--- src/rtl/poll_arb_pkg.sv ---
package poll_arb_pkg;

    typedef enum logic [1:0] {
        ST_IDLE = 2'd0,
        ST_POLL = 2'd1,
        ST_HOLD = 2'd2
    } poll_state_e;

endpackage

--- src/rtl/poll_seq_reg.sv ---
module poll_seq_reg #(
    parameter int ADDR_W  = 3,
    parameter int SEQ_LEN = 6
) (
    input  logic                      clk,
    input  logic                      rst_n,
    input  logic                      wr_en_i,
    input  logic                      wr_allow_i,
    input  logic [SEQ_LEN*ADDR_W-1:0] wr_data_i,
    output logic [SEQ_LEN*ADDR_W-1:0] seq_o
);

    localparam int SEQ_W = SEQ_LEN * ADDR_W;

    typedef struct packed {
        logic [SEQ_W-1:0] order;
    } seq_t;

    seq_t seq_d, seq_q;

    // Reset order: entry k holds address k
    function automatic logic [SEQ_W-1:0] reset_order();
        logic [SEQ_W-1:0] r;
        r = '0;
        for (int k = 0; k < SEQ_LEN; k++) begin
            r[k*ADDR_W +: ADDR_W] = ADDR_W'(k);
        end
        return r;
    endfunction

    always_comb begin
        seq_d = seq_q;
        if (wr_en_i && wr_allow_i) begin
            seq_d.order = wr_data_i;
        end
    end

    always_ff @(posedge clk) begin
        if (!rst_n) begin
            seq_q.order <= reset_order();
        end else begin
            seq_q <= seq_d;
        end
    end

    assign seq_o = seq_q.order;

endmodule

--- src/rtl/poll_engine.sv ---
module poll_engine
    import poll_arb_pkg::*;
#(
    parameter int ADDR_W  = 3,
    parameter int SEQ_LEN = 6
) (
    input  logic                      clk,
    input  logic                      rst_n,
    input  logic [SEQ_LEN*ADDR_W-1:0] seq_i,
    input  logic                      bus_req_i,
    input  logic                      any_hit_i,
    input  logic                      bus_busy_i,
    output logic [ADDR_W-1:0]         poll_addr_o,
    output logic                      poll_valid_o,
    output logic                      idle_o
);

    localparam int IDX_W = (SEQ_LEN > 1) ? $clog2(SEQ_LEN) : 1;
    localparam logic [IDX_W-1:0] LAST_IDX = IDX_W'(SEQ_LEN - 1);

    typedef struct packed {
        poll_state_e      st;
        logic [IDX_W-1:0] idx;
    } eng_t;

    eng_t eng_d, eng_q;
    logic [ADDR_W-1:0] sel_addr;

    // Select the sequence entry under the index
    always_comb begin
        sel_addr = '0;
        for (int k = 0; k < SEQ_LEN; k++) begin
            if (eng_q.idx == IDX_W'(k)) begin
                sel_addr = seq_i[k*ADDR_W +: ADDR_W];
            end
        end
    end

    always_comb begin
        eng_d = eng_q;
        unique case (eng_q.st)
            ST_IDLE: begin
                if (bus_req_i) begin
                    eng_d.st  = ST_POLL;
                    eng_d.idx = '0;
                end
            end
            ST_POLL: begin
                if (any_hit_i) begin
                    eng_d.st = ST_HOLD;
                end else if (!bus_req_i) begin
                    eng_d.st  = ST_IDLE;
                    eng_d.idx = '0;
                end else if (eng_q.idx == LAST_IDX) begin
                    eng_d.idx = '0;
                end else begin
                    eng_d.idx = eng_q.idx + 1'b1;
                end
            end
            ST_HOLD: begin
                if (!bus_busy_i) begin
                    eng_d.idx = '0;
                    eng_d.st  = bus_req_i ? ST_POLL : ST_IDLE;
                end
            end
            default: begin
                eng_d.st  = ST_IDLE;
                eng_d.idx = '0;
            end
        endcase
    end

    always_ff @(posedge clk) begin
        if (!rst_n) begin
            eng_q.st  <= ST_IDLE;
            eng_q.idx <= '0;
        end else begin
            eng_q <= eng_d;
        end
    end

    assign poll_valid_o = (eng_q.st == ST_POLL);
    assign poll_addr_o  = poll_valid_o ? sel_addr : '0;
    assign idle_o       = (eng_q.st == ST_IDLE);

endmodule

--- src/rtl/poll_dev_cell.sv ---
module poll_dev_cell #(
    parameter int                ADDR_W  = 3,
    parameter logic [ADDR_W-1:0] MY_ADDR = '0
) (
    input  logic              clk,
    input  logic              rst_n,
    input  logic              req_i,
    input  logic              fault_i,
    input  logic              poll_valid_i,
    input  logic [ADDR_W-1:0] poll_addr_i,
    output logic              hit_o,
    output logic              own_o
);

    typedef struct packed {
        logic own;
    } cell_t;

    cell_t cell_d, cell_q;

    // Answer only to this cell's own address
    assign hit_o = poll_valid_i && (poll_addr_i == MY_ADDR) && req_i && !fault_i;

    always_comb begin
        cell_d = cell_q;
        if (cell_q.own) begin
            cell_d.own = req_i;
        end else begin
            cell_d.own = hit_o;
        end
    end

    always_ff @(posedge clk) begin
        if (!rst_n) begin
            cell_q.own <= 1'b0;
        end else begin
            cell_q <= cell_d;
        end
    end

    assign own_o = cell_q.own;

endmodule

--- src/rtl/poll_arbiter.sv ---
module poll_arbiter #(
    parameter int N_DEV   = 4,
    parameter int ADDR_W  = 3,
    parameter int SEQ_LEN = 6
) (
    input  logic                      clk,
    input  logic                      rst_n,
    input  logic [N_DEV-1:0]          dev_req,
    input  logic [N_DEV-1:0]          dev_fault,
    input  logic                      seq_wr_en,
    input  logic [SEQ_LEN*ADDR_W-1:0] seq_wr_data,
    output logic                      bus_req,
    output logic                      poll_valid,
    output logic [ADDR_W-1:0]         poll_addr,
    output logic                      bus_busy,
    output logic [N_DEV-1:0]          dev_own
);

    localparam int SEQ_W = SEQ_LEN * ADDR_W;

    logic [SEQ_W-1:0] seq;
    logic [N_DEV-1:0] hit;
    logic             idle;

    assign bus_req  = |dev_req;
    assign bus_busy = |dev_own;

    poll_seq_reg #(
        .ADDR_W (ADDR_W),
        .SEQ_LEN(SEQ_LEN)
    ) u_seq (
        .clk       (clk),
        .rst_n     (rst_n),
        .wr_en_i   (seq_wr_en),
        .wr_allow_i(idle),
        .wr_data_i (seq_wr_data),
        .seq_o     (seq)
    );

    poll_engine #(
        .ADDR_W (ADDR_W),
        .SEQ_LEN(SEQ_LEN)
    ) u_eng (
        .clk         (clk),
        .rst_n       (rst_n),
        .seq_i       (seq),
        .bus_req_i   (bus_req),
        .any_hit_i   (|hit),
        .bus_busy_i  (bus_busy),
        .poll_addr_o (poll_addr),
        .poll_valid_o(poll_valid),
        .idle_o      (idle)
    );

    for (genvar g = 0; g < N_DEV; g++) begin : g_cell
        poll_dev_cell #(
            .ADDR_W (ADDR_W),
            .MY_ADDR(ADDR_W'(g))
        ) u_cell (
            .clk         (clk),
            .rst_n       (rst_n),
            .req_i       (dev_req[g]),
            .fault_i     (dev_fault[g]),
            .poll_valid_i(poll_valid),
            .poll_addr_i (poll_addr),
            .hit_o       (hit[g]),
            .own_o       (dev_own[g])
        );
    end

endmodule

--- config.mk ---
export PLATFORM = sky130hd
export DESIGN_NAME = poll_arbiter
export DESIGN_NICKNAME = d
export VERILOG_FILES = /design/src/rtl/poll_arb_pkg.sv /design/src/rtl/poll_seq_reg.sv /design/src/rtl/poll_engine.sv /design/src/rtl/poll_dev_cell.sv /design/src/rtl/poll_arbiter.sv
export SDC_FILE = /design/constraint.sdc
export NUM_CORES = 1
export LEC_CHECK = 0
export BUFFER_PORTS_ARGS = -buffer_cell sky130_fd_sc_hd__buf_2
export CAP_MARGIN = 30
export CORE_ASPECT_RATIO = 0.5
export CORE_MARGIN = 10
export CORE_UTILIZATION = 45
export DETAILED_ROUTE_END_ITERATION = 6
export PLACE_DENSITY = 0.69
export SLEW_MARGIN = 20
export SYNTH_ARGS = -nofsm -noshare
export SYNTH_HDL_FRONTEND = slang
export SYNTH_HIERARCHICAL = 1
export SYNTH_SLANG_ARGS = --single-unit
export TNS_END_PERCENT = 30
--- constraint.sdc ---
create_clock -name clk -period 3.2 [get_ports clk]
set_input_delay 0.64 -clock clk [delete_from_list [all_inputs] [get_ports clk]]
set_output_delay 0.64 -clock clk [all_outputs]
set_load 0.03 [all_outputs]
==> results by stage <==
Status:
- The flow ran to the end, and the final reports show no timing, DRC or antenna violations.

Placement:
- The number of buffer cells added on primary ports is 38.
- In this run the cell area measured after placement is 1720 um2.
- The detailed placement HPWL is 2.799 mm.
- At the end of routability-driven placement, the weighted congestion stood at 0.8043.
- Including well taps, the total number of placed cells is 249.

Floorplan:
- For this configuration, the core starts out at a cell density of 49.33%.
- The width of the die is 103.1 um.
- The floorplan has 14 rows.
- The area of the die is 6350 um2.
- The chip height is 61.57 um.
- The core outline area is 3153 um2.
- The number of primary I/O pins is 39.

Finish:
- Summing all non-filler instances in the final layout gives an area of 1797 um2.
- The number of antenna diodes is 0.
- The number of fillers in the final layout is 304.
- The final standard cell utilization of the core is 56.98%.
- The net count of the finished layout is 246.
- The relative area change from synthesis to final layout is 15.53%.
- The post-layout instance count excluding filler cells is 255.
- The fraction of layout cells with a size suffix above 1 is 33.95%.

Synthesis:
- The netlist uses 37 different library cells.
- Of all cell types, the one taking the most synthesized area is sky130_fd_sc_hd__dfxtp_1.
- Of the total synthesized cell area, the portion taken by XOR and XNOR cells is 0%.
- Counting flops and latches in the post-synthesis netlist gives 27.
- The fraction of post-synthesis cell area in the top cell type by area is 34.75%.
- Yosys mapped a number of flops with a built-in enable equal to 0.
- The post-synthesis share of cell area spent on full adders, half adders and majority gates is 0.8045%.
- The number of nets handed over by synthesis was 210.
- The most used flip-flop cell after synthesis is sky130_fd_sc_hd__dfxtp_1.
- The fraction of the mapped netlist area in compound gates is 20.60%.
- Summing every instance area after synthesis gives 1555 um2.
- The dominant combinational cell family by area after synthesis is simple AND/OR/NAND/NOR gates.
- After synthesis, the share of flip-flops with an asynchronous set or reset is 0%.
- By count the netlist is led by sky130_fd_sc_hd__dfxtp_1 (27), sky130_fd_sc_hd__inv_1 (15), sky130_fd_sc_hd__nand2_1 (15), sky130_fd_sc_hd__nand3_1 (15), sky130_fd_sc_hd__nand4_1 (14).
- Synthesis produced a netlist whose cell count is 180.
- Measured against the total synthesized area, the mux share comes to 5.229%.
- After synthesis, the mean cell area works out to 8.640 um2.
- Sorting the synthesized cells by area gives the leading types as sky130_fd_sc_hd__dfxtp_1 (35%), sky130_fd_sc_hd__nand4_1 (5.6%), sky130_fd_sc_hd__o211ai_2 (5.6%).
- For this run, the number of Yosys warnings is 6.
- sky130_fd_sc_hd__dfxtp_1 is the most common cell in the netlist.
- After synthesis, flip-flops and latches occupy 34.75% of the total area.
- The basic-gate share of the synthesized area counting and, or, nand and nor cells is 27.51%.

Global routing:
- The initial antenna violation count is 0.
- Global routing used 11.58% of the available tracks.
- The number of global-route vias before repair is 1,295.
- The first-pass GRT wire length is 5.989 mm.
- The global-route track usage on met3 is 4.022%.
- The most used routing layer is met2.
- The total global routing overflow is 0.
- The maximum number of pins on one net before global-route repair is 45.
- The met1 track demand over resource in global routing is 15.46%.
- Global routing used 17.58% of the available met2 tracks.

Drt:
- After the first detailed-routing iteration, the DRC count stood at 89.
- The final routed wire length divided by cell count is 14.79 um.
- The final routed wirelength across all metal layers is 3.772 mm.
- The via total after detailed routing is 1,425.
- After detailed routing, the number of remaining DRC violations is 0.
- The detail-routed via count per cell is 5.588.
- The number of detailed-route iterations in the first pass is 4.
- The count of nets left with antenna violations once routing finished came out at 0.

STA:
- Of the available clock period, the critical path in the final layout requires 91.40%.
- The final max-slew violation count was 0.
- The shortest clock period the worst path allows after layout is 2.925 ns.
- The worst hold-check slack is 0.4641 ns.
- In the final timing run, aggregate negative setup slack is 0 ns.
- Setup violations remaining at the end of the flow were counted as 0.
- Setup repair after global routing left no endpoint under its margin.
- The maximum frequency from static timing analysis is 341.9 MHz.
- Headroom to the max-slew limit came out at 48.83%.
- Across the routed clock network, the largest skew measured is 0.006026 ns.
- The slew of the pin with the lowest slew margin is 0.7675 ns.
- The final-report hold violation count is 0.

Power:
- In this run the static leakage power is 0.7790 nW.
- The peak supply drop is 0.0001968 V.
- In this run the power density over the cells is 399.6 nW/um2.

Clock tree:
- The deepest level of the CTS H-tree is 1.
- For this design, the sink count on the clock tree is 27.
- Counting along the longest clock path gives a buffer depth of 2.
- The number of clock buffers added by TritonCTS is 3.
- In this run the clock root is driven by a sky130_fd_sc_hd__clkbuf_8.
- Clock-pin slew was measured on the worst setup and hold paths at 0.10 ns.
- The TritonCTS clock tree is built.
- At the later pin of the worst-skew pair, clock insertion delay measures 0.28 ns.

Critical path:
- The maximum fanout count along the critical path is 9.
- Walking the worst path, the cells encountered are inv_2 -> nor2_1 -> ha_1 -> nor2b_1 -> mux2i_1 -> o211ai_1 -> a21oi_4 -> nor3_1 -> or4_4 -> nor4b_1 -> nand3_1 -> o31ai_1 -> o21a_1.
- The largest single stage delay on the critical path is 0.57 ns.
- The type of origin of the critical path is a register.
- At the worst endpoint, the required time is 3.42 ns.
- The critical path in this run is classified as register to register.
- Data on the critical path arrives at its endpoint at 3.15 ns.
- STA classifies the critical path endpoint as a register.
- For this design, the slowest cell found on the critical path is sky130_fd_sc_hd__or4_4.

Flow run:
- The tool flagged a number of max-cap violations equal to 0.

Hold path:
- The path class of the tightest hold or removal check is register to register.
-- worst max-delay path, delay by kind of cell (launching register included) --
family | cells | cell delay [ns]
AND/OR/NAND/NOR | 6 | 1.25
AO/OA/AOI/OAI | 4 | 0.74
flip-flops | 1 | 0.38
adder cells (fa/ha/maj) | 1 | 0.25
multiplexers | 1 | 0.16
buffers and inverters | 1 | 0.09
-- routing by layer --
| metal | vias up | share of wire, % | wire [um] |
|---|---|---|---|
| li1 | 721 | - | - |
| met1 | 649 | 49 | 1853 |
| met2 | 53 | 41 | 1539 |
| met3 | 2 | 9.3 | 349 |
| met4 | 0 | 0.77 | 29 |
| met5 | - | 0 | 0 |
-- sequential cells by signal, indices dropped and copies added (netlist names) --
signal	flops
u_seq/seq_o	18
g_cell.u_cell/own_o	4
u_eng/eng_q	5
-- logic make-up (layout without fill, tap and decap cells) --
kind of cell | after synthesis | in the layout
adder cells (fa/ha/maj) | 1 | 1
buffers and inverters | 28 | 63
flip-flops | 27 | 27
AND/OR/NAND/NOR | 78 | 78
AO/OA/AOI/OAI | 38 | 38
multiplexers | 8 | 8
-- report_power, final --
| part | internal, mW | total [mW] | leakage, nW | switching [mW] |
|---|---|---|---|---|
| clock network | 0.0886 | 0.204 | 0.0217 | 0.116 |
| registers | 0.355 | 0.368 | 0.222 | 0.0127 |
| logic | 0.0573 | 0.146 | 0.535 | 0.0883 |
| total | 0.501 | 0.718 | 0.779 | 0.217 |
-- what timing repair did --
action | CTS | global route
resized for setup | 0 | 4
hold buffers | 0 | 0
buffers inserted | 0 | 2
endpoints found under the setup margin | 0 | 1
-- final timing paths --
| check | start | endpoint | slack [ns] | cells past startpoint |
|---|---|---|---|---|
| hold reg to reg | u_seq/seq_o[1]$_SDFFE_PN0P_ | u_seq/seq_o[1]$_SDFFE_PN0P_ | 0.46 | 2 |
| setup / recovery | u_eng/eng_q[1]$_SDFFE_PN0P_ | u_eng/eng_q[1]$_SDFFE_PN0P_ | 0.28 | 13 |
| setup reg to reg | u_eng/eng_q[1]$_SDFFE_PN0P_ | u_eng/eng_q[1]$_SDFFE_PN0P_ | 0.28 | 13 |
| hold / removal | u_seq/seq_o[1]$_SDFFE_PN0P_ | u_seq/seq_o[1]$_SDFFE_PN0P_ | 0.46 | 2 |
-- per-stage QoR --
step / setup WS, ns / power, mW
3_5_place_dp: 0.1659 / 0.5158
5_1_grt: 0.03715 / 0.7542
2_1_floorplan: 0.1643 / 0.4799
3_3_place_gp: 0.3116 / 0.5143
4_1_cts: 0.1244 / 0.7199
6_report: 0.2753 / 0.7179
-- layout make-up --
| cell class | instances | area [um2] | area share (%) |
|---|---|---|---|
| clock buffer | 3 | 41.29 | 2.298 |
| clock inverter | 1 | 7.507 | 0.4178 |
| inverter | 15 | 56.30 | 3.134 |
| multi-input combinational | 125 | 864.6 | 48.12 |
| sequential | 27 | 541.8 | 30.15 |
| tap | 40 | 50.05 | 2.786 |
| timing repair buffer | 44 | 235.2 | 13.09 |
-- layout by cell type (no fill, tap or decap), types with 3 or more instances in the layout --
cell type	netlist	layout
sky130_fd_sc_hd__nand4_1	14	14
sky130_fd_sc_hd__clkbuf_8	1	3
sky130_fd_sc_hd__o41ai_2	4	4
sky130_fd_sc_hd__mux2i_1	7	7
sky130_fd_sc_hd__nand2_1	15	15
sky130_fd_sc_hd__inv_1	15	14
sky130_fd_sc_hd__o21ai_2	4	4
sky130_fd_sc_hd__buf_2	3	38
sky130_fd_sc_hd__nand3_1	15	15
sky130_fd_sc_hd__nor2b_1	5	5
sky130_fd_sc_hd__nor2_1	8	8
sky130_fd_sc_hd__o211ai_2	7	7
sky130_fd_sc_hd__o21ai_0	11	11
sky130_fd_sc_hd__nor3_1	8	8
sky130_fd_sc_hd__buf_4	4	6
sky130_fd_sc_hd__dfxtp_1	27	26
Power figures use the tool's default switching activity.
